$ cat config.mk
export PLATFORM = sky130hd
export DESIGN_NAME = wire_claim_rx
export DESIGN_NICKNAME = d
export VERILOG_FILES = /design/src/rtl/wcr_pkg.sv /design/src/rtl/wcr_line_sync.sv /design/src/rtl/wcr_shifter.sv /design/src/rtl/wire_claim_rx.sv
export SDC_FILE = /design/constraint.sdc
export NUM_CORES = 1
export LEC_CHECK = 0
export BUFFER_PORTS_ARGS = -buffer_cell sky130_fd_sc_hd__buf_2
export CAP_MARGIN = 40
export CORE_ASPECT_RATIO = 1.5
export CORE_UTILIZATION = 35
export CTS_CLUSTER_SIZE = 10
export DETAILED_ROUTE_END_ITERATION = 8
export PLACE_DENSITY = 0.53
export SYNTH_ARGS = -nofsm -noshare
export SYNTH_HDL_FRONTEND = slang
export SYNTH_SLANG_ARGS = --single-unit
$ cat constraint.sdc
create_clock -name clk -period 2.6 [get_ports clk]
set_input_delay 0 -clock clk [delete_from_list [all_inputs] [get_ports clk]]
set_output_delay 0 -clock clk [all_outputs]
set_load 0.02 [all_outputs]
$ cat src/rtl/wcr_pkg.sv
`timescale 1ns/1ps
package wcr_pkg;

    typedef enum logic [2:0] {
        ST_IDLE,
        ST_QUALIFY,
        ST_PROBE,
        ST_CLAIMED,
        ST_GAP,
        ST_BIT_LOW
    } wcr_state_e;

endpackage

$ cat src/rtl/wcr_line_sync.sv
`timescale 1ns/1ps
module wcr_line_sync #(
    parameter int CNT_W   = 6,
    parameter int CNT_MAX = 48
) (
    input  logic             clk,
    input  logic             rst_n,
    input  logic             line_in,
    output logic             ln,
    output logic             fall,
    output logic [CNT_W-1:0] len,
    output logic [CNT_W-1:0] run
);
    localparam logic [CNT_W-1:0] SAT = CNT_W'(CNT_MAX);

    logic s1, s2, ln_q;
    logic chg;

    // two-stage synchronizer, resting level is high
    always_ff @(posedge clk or negedge rst_n) begin
        if (!rst_n) begin
            s1   <= 1'b1;
            s2   <= 1'b1;
            ln_q <= 1'b1;
        end else begin
            s1   <= line_in;
            s2   <= s1;
            ln_q <= s2;
        end
    end

    assign ln   = s2;
    assign chg  = (s2 != ln_q);
    assign fall = chg && !s2;

    // length of the current level run, including the present sample
    always_comb begin
        if (chg)
            len = CNT_W'(1);
        else if (run >= SAT)
            len = SAT;
        else
            len = run + CNT_W'(1);
    end

    always_ff @(posedge clk or negedge rst_n) begin
        if (!rst_n)
            run <= '0;
        else
            run <= len;
    end

endmodule

$ cat src/rtl/wcr_shifter.sv
`timescale 1ns/1ps
module wcr_shifter #(
    parameter int DATA_W = 8
) (
    input  logic              clk,
    input  logic              rst_n,
    input  logic              clr,
    input  logic              shift_en,
    input  logic              bit_in,
    output logic [DATA_W-1:0] shifted,
    output logic              last
);
    localparam int IDX_W = (DATA_W > 1) ? $clog2(DATA_W) : 1;
    localparam logic [IDX_W-1:0] LAST_IDX = IDX_W'(DATA_W - 1);

    logic [DATA_W-1:0] acc;
    logic [IDX_W-1:0]  idx;

    assign shifted = {bit_in, acc[DATA_W-1:1]};
    assign last    = (idx == LAST_IDX);

    always_ff @(posedge clk or negedge rst_n) begin
        if (!rst_n) begin
            acc <= '0;
            idx <= '0;
        end else if (clr) begin
            acc <= '0;
            idx <= '0;
        end else if (shift_en) begin
            acc <= shifted;
            idx <= last ? '0 : idx + IDX_W'(1);
        end
    end

    // a completed word always restarts the index
    a_r8_idx_wraps: assert property (@(posedge clk) disable iff (!rst_n)
        (shift_en && !clr && last) |=> (idx == '0));

endmodule

$ cat src/rtl/wire_claim_rx.sv
`timescale 1ns/1ps
module wire_claim_rx
    import wcr_pkg::*;
#(
    parameter int DATA_W       = 8,
    parameter int TAKEOVER_CYC = 40,
    parameter int BIT_CYC      = 16,
    parameter int RELEASE_CYC  = 48
) (
    input  logic              clk,
    input  logic              rst_n,
    input  logic              line_in,
    output logic [DATA_W-1:0] rx_data,
    output logic              rx_valid,
    output logic              frame_err,
    output logic              bus_free
);
    localparam int CNT_MAX = (RELEASE_CYC > BIT_CYC + 1) ? RELEASE_CYC : BIT_CYC + 1;
    localparam int CNT_W   = $clog2(CNT_MAX + 1);
    localparam logic [CNT_W-1:0] QUAL_L = CNT_W'(TAKEOVER_CYC / 2);
    localparam logic [CNT_W-1:0] HALF_L = CNT_W'(BIT_CYC / 2);
    localparam logic [CNT_W-1:0] BIT_L  = CNT_W'(BIT_CYC);
    localparam logic [CNT_W-1:0] REL_L  = CNT_W'(RELEASE_CYC);

    logic             ln, fall;
    logic [CNT_W-1:0] len, run;
    logic             sh_clr, sh_en, sh_last, bit_val;
    logic [DATA_W-1:0] sh_word;
    logic             set_valid, set_err;

    wcr_state_e state, state_n;

    wcr_line_sync #(.CNT_W(CNT_W), .CNT_MAX(CNT_MAX)) u_sync (
        .clk(clk), .rst_n(rst_n), .line_in(line_in),
        .ln(ln), .fall(fall), .len(len), .run(run)
    );

    // on the rising sample, run holds the length of the low just ended
    assign bit_val = (run > HALF_L);

    wcr_shifter #(.DATA_W(DATA_W)) u_shift (
        .clk(clk), .rst_n(rst_n), .clr(sh_clr), .shift_en(sh_en),
        .bit_in(bit_val), .shifted(sh_word), .last(sh_last)
    );

    // state register
    always_ff @(posedge clk or negedge rst_n) begin
        if (!rst_n)
            state <= ST_IDLE;
        else
            state <= state_n;
    end

    // transitions
    always_comb begin
        state_n   = state;
        sh_clr    = 1'b0;
        sh_en     = 1'b0;
        set_valid = 1'b0;
        set_err   = 1'b0;
        unique case (state)
            ST_IDLE: begin
                if (fall)
                    state_n = ST_QUALIFY;
            end
            ST_QUALIFY: begin
                if (ln)
                    state_n = ST_PROBE;
                else if (len >= QUAL_L)
                    state_n = ST_CLAIMED;
            end
            ST_PROBE: begin
                if (!ln)
                    state_n = ST_QUALIFY;
                else if (len >= REL_L)
                    state_n = ST_IDLE;
            end
            ST_CLAIMED: begin
                if (ln) begin
                    state_n = ST_GAP;
                    sh_clr  = 1'b1;
                end
            end
            ST_GAP: begin
                if (!ln)
                    state_n = ST_BIT_LOW;
                else if (len > BIT_L) begin
                    set_err = 1'b1;
                    state_n = ST_IDLE;
                end
            end
            ST_BIT_LOW: begin
                if (ln) begin
                    sh_en = 1'b1;
                    if (sh_last) begin
                        set_valid = 1'b1;
                        state_n   = ST_IDLE;
                    end else begin
                        state_n = ST_GAP;
                    end
                end else if (len > BIT_L) begin
                    set_err = 1'b1;
                    state_n = ST_IDLE;
                end
            end
            default: state_n = ST_IDLE;
        endcase
    end

    // outputs
    always_ff @(posedge clk or negedge rst_n) begin
        if (!rst_n) begin
            rx_data   <= '0;
            rx_valid  <= 1'b0;
            frame_err <= 1'b0;
            bus_free  <= 1'b0;
        end else begin
            rx_valid  <= set_valid;
            frame_err <= set_err;
            if (set_valid)
                rx_data <= sh_word;
            bus_free  <= (state_n == ST_IDLE) && ln && (len >= REL_L);
        end
    end

    // a falling edge while idle starts qualification
    a_r1_idle_fall: assert property (@(posedge clk) disable iff (!rst_n)
        (state == ST_IDLE && fall) |=> (state == ST_QUALIFY));

    // probing never yields a strobe
    a_r3_probe_quiet: assert property (@(posedge clk) disable iff (!rst_n)
        (state == ST_PROBE) |-> (!rx_valid && !frame_err));

    // errors only come out of the data phase
    a_r6_err_source: assert property (@(posedge clk) disable iff (!rst_n)
        frame_err |-> ($past(state) == ST_GAP || $past(state) == ST_BIT_LOW));

    // valid is one cycle wide and follows the last bit low
    a_r8_valid_pulse: assert property (@(posedge clk) disable iff (!rst_n)
        rx_valid |=> !rx_valid);
    a_r8_valid_after_bit: assert property (@(posedge clk) disable iff (!rst_n)
        rx_valid |-> ($past(state) == ST_BIT_LOW));
    a_r8_not_both: assert property (@(posedge clk) disable iff (!rst_n)
        !(rx_valid && frame_err));

    // a low line withdraws the free flag on the next cycle
    a_r9_free_drops: assert property (@(posedge clk) disable iff (!rst_n)
        (bus_free && !ln) |=> !bus_free);

endmodule

* Yosys cells after proc, flatten, opt, wreduce, memory -nomap -nowiden *
Cells that the tools add are included.

storage, ports and cells
  flip-flop bits (word level) = 34
  bits in latches = 0
  RAM bits = 0
  ROM bits = 0
  bits of input ports = 3
  output and inout bits = 11
  word-level logic and storage cells = 60
  memories kept = 0

cells by class
  add/sub/neg operators = 2
  multipliers = 0
  divide/modulo/power cells = 0
  magnitude comparators = 5
  equal/unequal tests = 7
  shift operators = 0
  multiplexer cells = 28
  bitwise logic cells = 0
  reductions and logical operators = 7

operator list
  kind                 number
  $mux 3               13
  $pmux 3 s6           1
  $mux 8               2
  $ge 6x6->1 const B   2
  $mux 6               2
  $eq 3x3->1 const B   3
  $mux 1               9
  $add 6x1->6 const B  1
  $eq 3x2->1 const B   2
  $ge 6x5->1 const B   1
  $gt 6x4->1 const B   1
  $gt 6x5->1 const B   1
  $logic_not 3->1      2
  $add 3x1->3 const B  1
  $eq 3x1->1 const B   1
  $logic_and 1x1->1    3
  $pmux 1 s2           1
  $reduce_bool 2->1    1
  $logic_not 1->1      1
  $ne 1x1->1           1

* Depth between registers and ports, before layout *
Gate-level depths: netlist (run 1).

  depth after elaboration = 10
  gate-level depth with buffers = 8
  mapped depth without buffers = 7

* By module *
Synthesis (run 1) repeated with hierarchy kept, for this count alone.

unflattened totals
  cell total of the unflattened synthesis = 127
  area, all modules = 1465.2 sq um

by module, submodules not included
  module         instances  cells each  area each (sq um)  sequential area each (sq um)
  wire_claim_rx  1          61          674.4              350.3
  wcr_shifter    1          36          437.9              250.2
  wcr_line_sync  1          30          352.8              229.0

* Least setup slack after synthesis (run 1) *
OpenSTA, ideal clock, no wires.

  path type = register to register
  start = register u_sync.s2 (netlist: u_sync.ln)
  end = register state[1]
  library setup time = 122 ps
  arrival = 1772 ps
  data required time = 2478 ps
  setup slack = 706 ps
  cell stages (with the launch flop) = 8
  path buffers = 1
  clock period less this slack = 1894 ps
  cell sequence = dfstp_2 -> buf_4 -> inv_1 -> ha_1 -> nand4_1 -> o21ai_1 -> nand2_1 -> a32o_1

on the way
  cells in the longest elaborated chain, start to end = 6
  elaborated cells on any way between the ends = 17
  those cells by class = 3 x order compare; 1 x eq/ne; 11 x mux; 2 x reduce/logical

RTL lines
  element                                         RTL line                                   source
  from (decl)                                     wcr_line_sync.sv:16                        logic s1, s2, ln_q;
  from (signal assigned)                          wcr_line_sync.sv:23                        s2 <= 1'b1;
  from (signal assigned)                          wcr_line_sync.sv:27                        s2 <= s1;
  $ne 1x1->1 *                                    wcr_line_sync.sv:33                        assign chg = (s2 != ln_q);
  $mux 6 *                                        wcr_line_sync.sv:38                        if (chg)
  net len[5]                                      wire_claim_rx.sv:26                        logic [CNT_W-1:0] len, run;
  $gt 6x5->1, or another cell as far along        wire_claim_rx.sv:87, wire_claim_rx.sv:101
  $mux 3, on equally long branches (2 in series)  --
  $pmux 3 s6 *                                    wire_claim_rx.sv:61                        unique case (state)
  net state_n[1]                                  wire_claim_rx.sv:31                        wcr_state_e state, state_n;
  to (signal assigned)                            wire_claim_rx.sv:51                        state <= state_n;
  to (decl)                                       wire_claim_rx.sv:31

Mark *: on every way through the listed nets, which the timed path passes. The rest lies on a longest branch.
A chain may end at the register's enable or synchronous reset.

* Worst setup path after layout (run 1) *
  start = register u_sync.s2 (netlist: u_sync.ln)
  end = register state[0]

The elaborated chain is that of the path after synthesis.

==> results.md, run 1 <==
Run status:
- The run finished with clean final reports.

Floorplan:
- The die is 83.58 microns tall.
- The area of the die is 4712 sq um.
- The die width is 56.39 microns.
- In this run the standard cell core region covers 4245 sq um.
- The initial core utilization is 0.3658.
- The number of placed I/O pins is 14.
- After floorplanning, the core was divided into 29 placement rows.

STA:
- The total count of max-transition violations in the final report is 0.
- Across the routed clock network, the largest skew measured is 0.005575 ns.
- The final-report hold violation count is 0.
- The normalized max-slew margin is 0.5079.
- Setup slack closes at 0.5302 ns.
- The worst path needs 2.070 ns of the cycle, external delays included.
- Setup repair after global routing left no endpoint under its margin.
- The final hold slack is 0.3148 ns.
- The share of the cycle needed by the critical path after routing is 0.7961.
- The pin slew with the least headroom to its limit is 0.7382 ns.
- The final count of negative-setup-slack endpoints is 0.
- The summed negative setup slack over all endpoints is 0 ns.
- Based on the critical path, the design can be clocked at up to 0.4831 GHz.

Synth:
- The flip-flop and latch count after synthesis is 33.
- For this run, the number of Yosys warnings is 0.
- The cell area after synthesis is 1553 sq um.
- The share of async-settable or async-resettable flops after synthesis is 1.000.
- The number of distinct library cells after synthesis is 44.
- The cell count after synthesis came out at 149.
- The number of flops mapped to enable cells by yosys is 0.
- The number of nets in the synthesized netlist is 157.
- The flip-flop cell with the highest count after synthesis is sky130_fd_sc_hd__dfrtp_1.
- The portion of the post-synthesis area used by sequential elements is 0.5342.
- A synthesized cell averages 10.42 sq um.

Routing:
- The number of DRC markers after the initial detailed-route iteration is 16.
- The final layout contains routed wiring with a total length of 2.888 mm.
- The average wire per cell in the routed design is 13.62 microns.
- The detailed-route DRC error count is 0.
- The detailed router placed 1,102 vias in this run.
- The count of antenna-violating nets left after detailed routing is 0.
- The pre-antenna-repair detailed-routing pass consisted of 4 iterations.
- The number of vias per cell after detailed routing is 5.198.

Run:
- Max-cap violations in this run came to 0.

Clocking:
- Counting the buffers created by CTS gives 5.
- TritonCTS built the clock tree.
- The number of H-tree branching levels is 2.
- The clock passes through at most 2 buffers.
- The tree is rooted in a sky130_fd_sc_hd__clkbuf_8.
- The CTS sink count is 33.
- The clock transition time at the flip-flop clock pins of the worst setup and hold paths is 0.07 ns.
- Clock latency on the worst-skew pair, taken at its later pin, is 0.28 ns.

Power:
- The analysis attributes to net switching a power of 428.5 uW.
- Internal power comes to 894.9 uW.
- The leakage power is 0.8480 nW.
- The power share of the combinational group is 0.214.
- Of the total power, the clock network draws 0.273.
- The relative contribution of sequential cells to total power is 0.512.
- The maximum ir drop on the vdd rail is 0.0004404 V.
- Of the total power, the share spent switching nets is 0.3238.
- The areal power density over the cells is 759.9 nW/um^2.

Final layout:
- The area growth from synthesis to layout is 12.17%.
- After routing the design area is 1742 sq um.
- 0 antenna diodes ended up in the layout.
- The count of non-filler cells in the finished layout is 212.
- The count of filler cells inserted in the layout is 445.
- After the last flow step, the layout net total stands at 173.
- In the final layout, the share of cells above drive strength 1 is 0.1867.

GRT:
- The wire length of the first global-routing pass is 5.016 mm.
- After global routing the overflow that remains totals 0.
- The number of global-route vias before repair came to 1,147.
- The number of antenna violations at the first check in global routing is 0.
- The global routing usage summed across all routing layers is 0.1369.
- The pin count of the biggest net entering global routing is 34.

Placed design:
- The post-placement worst setup slack is 0.5273 ns.
- The cell area after placement is 1639 sq um.
- The number of buffers inserted by port buffering is 13.
- The global placement routability congestion is 0.7291.
- The total placed cells including tap cells is 202.
- The HPWL reported at the end of detailed placement is 2.035 mm.

Min path:
- The worst hold path belongs to the class in -> async.

Worst setup path:
- The critical path is of the reg -> reg type.
- The largest fanout on the critical path is 10.
- The launching point of the worst reg2reg path is u_sync.ln$_DFF_PN1_.
- The startpoint kind of the worst setup timing path is a flip-flop.
- The first element of the critical path is u_sync.ln$_DFF_PN1_.
- STA puts the critical path data arrival time at 2.21 ns.
- The required time at the endpoint of the critical path is 2.75 ns.
- The worst setup path is captured at a flip-flop.
[layout make-up]
class / count / area [sq um] / area share
timing repair buffer: 15 / 85.08 / 0.04885
tap: 46 / 57.56 / 0.03305
sequential: 33 / 829.5 / 0.4763
multi-input combinational: 102 / 656.9 / 0.3772
clock inverter: 2 / 10.01 / 0.005747
inverter: 8 / 30.03 / 0.01724
clock buffer: 6 / 72.57 / 0.04167
[cell families (layout without fill, tap and decap cells)]
kind of cell               count (synthesis)  count (layout)  share of synthesized area
AOI/OAI and AO/OA                         32              32                     0.1418
xor gates and xnor gates                   3               3                    0.01692
adders and majority gates                  5               5                    0.04029
buffers and inverters                     14              31                    0.04271
DFF                                       33              33                     0.5342
muxes                                      7               7                    0.05318
and+or+nand+nor                           55              55                     0.1708
[layout by cell type (no fill, tap or decap), types with 3 or more instances in the layout]
master	n
sky130_fd_sc_hd__a21oi_1	10
sky130_fd_sc_hd__ha_1	5
sky130_fd_sc_hd__nor3_1	3
sky130_fd_sc_hd__nor2_1	11
sky130_fd_sc_hd__o21ai_1	3
sky130_fd_sc_hd__dfrtp_1	30
sky130_fd_sc_hd__dfstp_2	3
sky130_fd_sc_hd__clkbuf_8	5
sky130_fd_sc_hd__inv_1	7
sky130_fd_sc_hd__nand2_1	24
sky130_fd_sc_hd__a31oi_1	3
sky130_fd_sc_hd__buf_2	13
sky130_fd_sc_hd__mux2_1	6
[per-stage QoR]
| stage | utilization | total power, mW |
|---|---|---|
| 6_report | 0.4103 | 1.323 |
| 5_1_grt | 0.4103 | 1.412 |
| 4_1_cts | 0.4103 | 1.344 |
| 3_5_place_dp | 0.3861 | 0.9694 |
| 3_3_place_gp | 0.3861 | 0.9577 |
| 2_1_floorplan | - | 0.9111 |
[power groups by stage]
stage               clock network (mW)  registers, mW  logic, mW
global route                     0.399          0.690      0.323
global placement                     0          0.684      0.273
CTS                              0.380          0.679      0.286
detailed placement                   0          0.688      0.281
floorplan                            0          0.627      0.284
finish                           0.361          0.678      0.284
[Yosys cell counts, types with 2 or more instances]
master,number,share of area
sky130_fd_sc_hd__dfrtp_1,30,0.48
sky130_fd_sc_hd__nand2_1,24,0.058
sky130_fd_sc_hd__nor2_1,11,0.027
sky130_fd_sc_hd__a21oi_1,10,0.032
sky130_fd_sc_hd__inv_1,7,0.017
sky130_fd_sc_hd__mux2_1,6,0.044
sky130_fd_sc_hd__ha_1,5,0.040
sky130_fd_sc_hd__a31oi_1,3,0.012
sky130_fd_sc_hd__buf_4,3,0.015
sky130_fd_sc_hd__dfstp_2,3,0.051
sky130_fd_sc_hd__nor3_1,3,0.0097
sky130_fd_sc_hd__o21ai_1,3,0.0097
sky130_fd_sc_hd__a211oi_1,2,0.0097
sky130_fd_sc_hd__a22oi_1,2,0.0097
sky130_fd_sc_hd__and2_1,2,0.0081
sky130_fd_sc_hd__and3_1,2,0.0081
sky130_fd_sc_hd__buf_2,2,0.0064
sky130_fd_sc_hd__nand2b_1,2,0.0081
sky130_fd_sc_hd__nand3_1,2,0.0064
sky130_fd_sc_hd__o21ai_0,2,0.0064
sky130_fd_sc_hd__xnor2_1,2,0.011
[final timing paths]
kind	to	slack, ns	cells after the start
worst max-delay path	state[0]$_DFF_PN0_	0.53	6
worst min-delay path	rx_data[3]$_DFFE_PN0P_	0.31	2
worst max register to register	state[0]$_DFF_PN0_	0.53	6
worst min register to register	u_sync.ln$_DFF_PN1_	0.36	0
max in group asynchronous	rx_data[6]$_DFFE_PN0P_	1.81	2
min in group clk	u_sync.s1$_DFF_PN1_	0.35	2
[state kept, by name, summed over array words and instances, names as in the netlist]
| name | count |
|---|---|
| rx_data | 8 |
| u_shift.acc | 7 |
| u_sync.run | 6 |
| state | 3 |
| u_shift.idx | 3 |
| bus_free | 1 |
| frame_err | 1 |
| rx_valid | 1 |
| u_sync.ln | 1 |
| u_sync.ln_q | 1 |
| u_sync.s1 | 1 |
[worst max-delay path, stage by stage, from the launching register on]
cell and delay, ns:
sky130_fd_sc_hd__dfstp_2 0.63, sky130_fd_sc_hd__inv_1 0.10, sky130_fd_sc_hd__ha_1 0.42, sky130_fd_sc_hd__nand4_1 0.12, sky130_fd_sc_hd__o21ai_1 0.31, sky130_fd_sc_hd__nand4b_1 0.23
sky130_fd_sc_hd__a41oi_2 0.13
[layer usage]
layer | GRT usage | vias up | share of wire | wire [microns]
met5 | 0 | - | 0 | 0
met3 | 0.03876 | 7 | 0.029 | 83
met4 | 0.07317 | 0 | 0.026 | 75
li1 | - | 542 | - | -
met2 | 0.2478 | 19 | 0.54 | 1547
met1 | 0.1379 | 534 | 0.41 | 1182
[timing repair]
| action | CTS | global route |
|---|---|---|
| endpoints found under the hold margin | 31 | 0 |
| hold buffers | 2 | 0 |
| endpoints found under the setup margin | 0 | 0 |
| resized for setup | 0 | 0 |
| buffers inserted | 0 | 0 |
Note: power is estimated with default switching activity, not from simulation.
==> run 2, diff against run 1 <==
PLACE_DENSITY = 0.55   (was 0.53)
clock period = 1.8 ns   (was 2.6 ns; I/O delays follow)
==> results.md, run 2 (synthesized netlist as in run 1, its figures left out) <==
Routing:
- Summing over every cut layer, the via total after detailed routing is 1,170.
- The highest signal layer in the routed design is met4.
- The met3 layer wire length in the routed design is 86 microns.
- The count of antenna-violating nets left after detailed routing is 0.
- The wire length on met2 is 1.746 mm.
- The number of iterations in the first detailed-routing pass is 4.
- In the final routed layout, each cell accounts on average for 14.05 microns.
- The number of vias per cell after detailed routing is 5.247.
- The routed wire length is 3.134 mm.
- The number of DRC markers after the initial detailed-route iteration is 43.
- The total routed wire length on the met1 layer is 1.211 mm.
- The detailed-route DRC error count is 0.

Clocking:
- TritonCTS built the clock tree.
- No sink is reached through more buffers than the 2 on the longest clock path.
- The total CTS buffers is 5.
- In this run the clock root is driven by a sky130_fd_sc_hd__clkbuf_8.
- The clock reaches the later pin of the worst-skew pair after 0.29 ns.
- In this run the number of H-tree levels came out at 2.
- The clock transition time at the flip-flop clock pins of the worst setup and hold paths is 0.07 ns.
- The CTS sink count is 33.

GRT:
- The number of antenna violations at the first check in global routing is 0.
- The global routing usage summed across all routing layers is 0.1514.
- The first global-routing pass estimated 5.437 mm of wire.
- The number of global-route vias before repair is 1,241.
- Entering global routing, the biggest net connects 34 pins.
- Global routing finished with a remaining overflow of 0.

Final layout:
- The area growth from synthesis to layout is 22.00%.
- The register with the most flip-flops in the layout has 8 of them.
- In the final layout, the registers with the most flip-flops are rx_data (8), u_shift.acc (7), u_sync.run (6).
- After the flow finishes, the layout carries non-filler instances totaling 223.
- Summing all non-filler instances in the final layout gives an area of 1894 sq um.
- The final-stage net count is 184.
- The commonest non-fill, non-tap cell in the layout is sky130_fd_sc_hd__dfrtp_1.
- At the end of the flow the core is filled with cells to 0.4462.
- The top cell types in the final layout, fill and taps aside, are sky130_fd_sc_hd__dfrtp_1 (29), sky130_fd_sc_hd__nand2_1 (23), sky130_fd_sc_hd__buf_2 (13), sky130_fd_sc_hd__nor2_1 (11), sky130_fd_sc_hd__buf_4 (11).
- The register ranked first by flip-flop count is rx_data.
- The number of antenna diodes in the final layout is 0.
- In the final layout, the share of cells above drive strength 1 is 0.2768.

STA:
- Between clock sinks in the finished design, the worst skew comes to 0.006832 ns.
- The worst path needs 1.764 ns of the cycle, external delays included.
- The final-report hold violation count was 0.
- The summed negative setup slack over all endpoints is 0 ns.
- The pin slew with the least headroom to its limit is 0.7680 ns.
- Across all hold checks on the routed design, the worst slack comes to 0.3214 ns.
- The normalized max-slew margin is 0.4880.
- The worst setup slack after layout is 0.03584 ns.
- The highest achievable clock rate is 0.5668 GHz.
- Dividing the final minimum period by the clock period gives 0.9801.
- The final count of negative-setup-slack endpoints is 0.
- The total count of max-transition violations in the final report is 0.

Power:
- The internal portion of the total power is 1.530 mW.
- The analysis attributes to cell leakage a power of 0.9182 nW.
- The share of total power dissipated in combinational logic is 0.247.
- For this design the total switching power over the nets is 658.6 uW.
- Overall power consumption after layout is estimated at 2.188 mW.
- The share of total power dissipated in sequential elements is 0.422.
- The maximum ir drop on the vdd rail is 0.0007597 V.
- Of the total power, the share spent switching nets is 0.3010.
- The areal power density over the cells is 1155 nW/um^2.
- The share of total power dissipated in the clock network is 0.330.

Placed design:
- Once placement completed, the tool counted placed cells totaling 210.
- In this run the cell area measured after placement is 1715 sq um.
- Timing analysis after detailed placement gives a worst setup slack of -0.01315 ns.
- The HPWL after detailed placement is 2.291 mm.
- At the end of routability-driven placement, the weighted congestion stood at 0.7775.
- The number of buffers inserted by port buffering is 13.

Worst setup path:
- The startpoint kind of the worst setup timing path is a flip-flop.
- Data on the critical path is required at its endpoint by 1.97 ns.
- The critical path starts at u_sync.ln$_DFF_PN1_.
- The end of the worst register-to-register path is state[1]$_DFF_PN0_.
- The launching point of the worst reg2reg path is u_sync.ln$_DFF_PN1_.
- The capturing element type of the critical path is a flip-flop.
- The end point of the critical path is state[1]$_DFF_PN0_.
- The minimum setup slack among reg-to-reg paths is 0.04 ns.
- The largest fanout on the critical path is 6.
- The worst reg2reg path depth is 8.
- The critical path is of the reg -> reg type.
- The arrival time of data at the critical path endpoint is 1.93 ns.

Floorplan:
- The floorplan step defined a core boundary enclosing 4245 sq um.
- The number of placed I/O pins is 14.
- In this run the horizontal extent of the chip is 56.39 microns.
- The initial core utilization is 0.3658.
- The floorplan step set the die height to 83.58 microns.
- The floorplan has 29 rows.
- The die covers 4712 sq um.

Run:
- Across the run, the number of max-cap violations was 0.

Run status:
- The run finished with clean final reports.

Min path:
- The class of the most critical hold timing path is in -> async.
-- run 2: changes by cell type in the layout (fill, tap and decap cells not counted), sizes merged --
cell and delta:
bufinv +1, clkinv -2, clkinvlp +1, buf +11
-- run 2: per-layer routing --
layer  GRT usage  vias up
met5           0        -
met4     0.09534        0
met3     0.04031        8
met2      0.2738       15
met1      0.1480      580
li1            -      567
-- run 2: timing repair --
| action | CTS | global route |
|---|---|---|
| setup endpoints to repair | 1 | 10 |
| hold buffers | 2 | 0 |
| endpoints found under the hold margin | 31 | 0 |
| resized for setup | 1 | 4 |
| pin swaps | 0 | 4 |
| buffers inserted | 0 | 3 |
-- run 2: critical path, cell delays in order (launching register included) --
cell and delay [ns]:
sky130_fd_sc_hd__dfstp_2 0.57, sky130_fd_sc_hd__inv_2 0.06, sky130_fd_sc_hd__ha_4 0.21, sky130_fd_sc_hd__buf_4 0.15
sky130_fd_sc_hd__nand2_1 0.08, sky130_fd_sc_hd__o21ai_2 0.10, sky130_fd_sc_hd__nor3_1 0.16, sky130_fd_sc_hd__o32ai_1 0.10
sky130_fd_sc_hd__a32o_1 0.21
-- run 2: layout make-up --
cell class / instances / area (sq um)
sequential: 33 / 830.8
fill: 424 / 2351
timing repair buffer: 26 / 167.7
clock buffer: 6 / 82.58
clock inverter: 2 / 37.54
multi-input combinational: 102 / 688.2
inverter: 8 / 30.03
tap: 46 / 57.56
-- run 2: power by group through the flow --
| stage | clock network, mW | registers [mW] | logic [mW] |
|---|---|---|---|
| global placement | 0 | 0.930 | 0.511 |
| detailed placement | 0 | 0.936 | 0.532 |
| floorplan | 0 | 0.907 | 0.414 |
| finish | 0.723 | 0.925 | 0.541 |
| global route | 0.773 | 0.938 | 0.616 |
| CTS | 0.741 | 0.922 | 0.539 |
-- run 2: worst min path at each step --
stage / end / from / slack [ns]
after floorplan: bus_free$_DFF_PN0_ / rst_n / -0.30
after global placement: rx_data[2]$_DFFE_PN0P_ / rst_n / 0.10
after detailed placement: u_sync.s1$_DFF_PN1_ / line_in / 0.11
after CTS: u_shift.acc[3]$_DFFE_PN0P_ / rst_n / 0.34
after global routing: u_sync.ln$_DFF_PN1_ / u_sync.s1$_DFF_PN1_ / 0.37
final: u_shift.acc[3]$_DFFE_PN0P_ / rst_n / 0.32
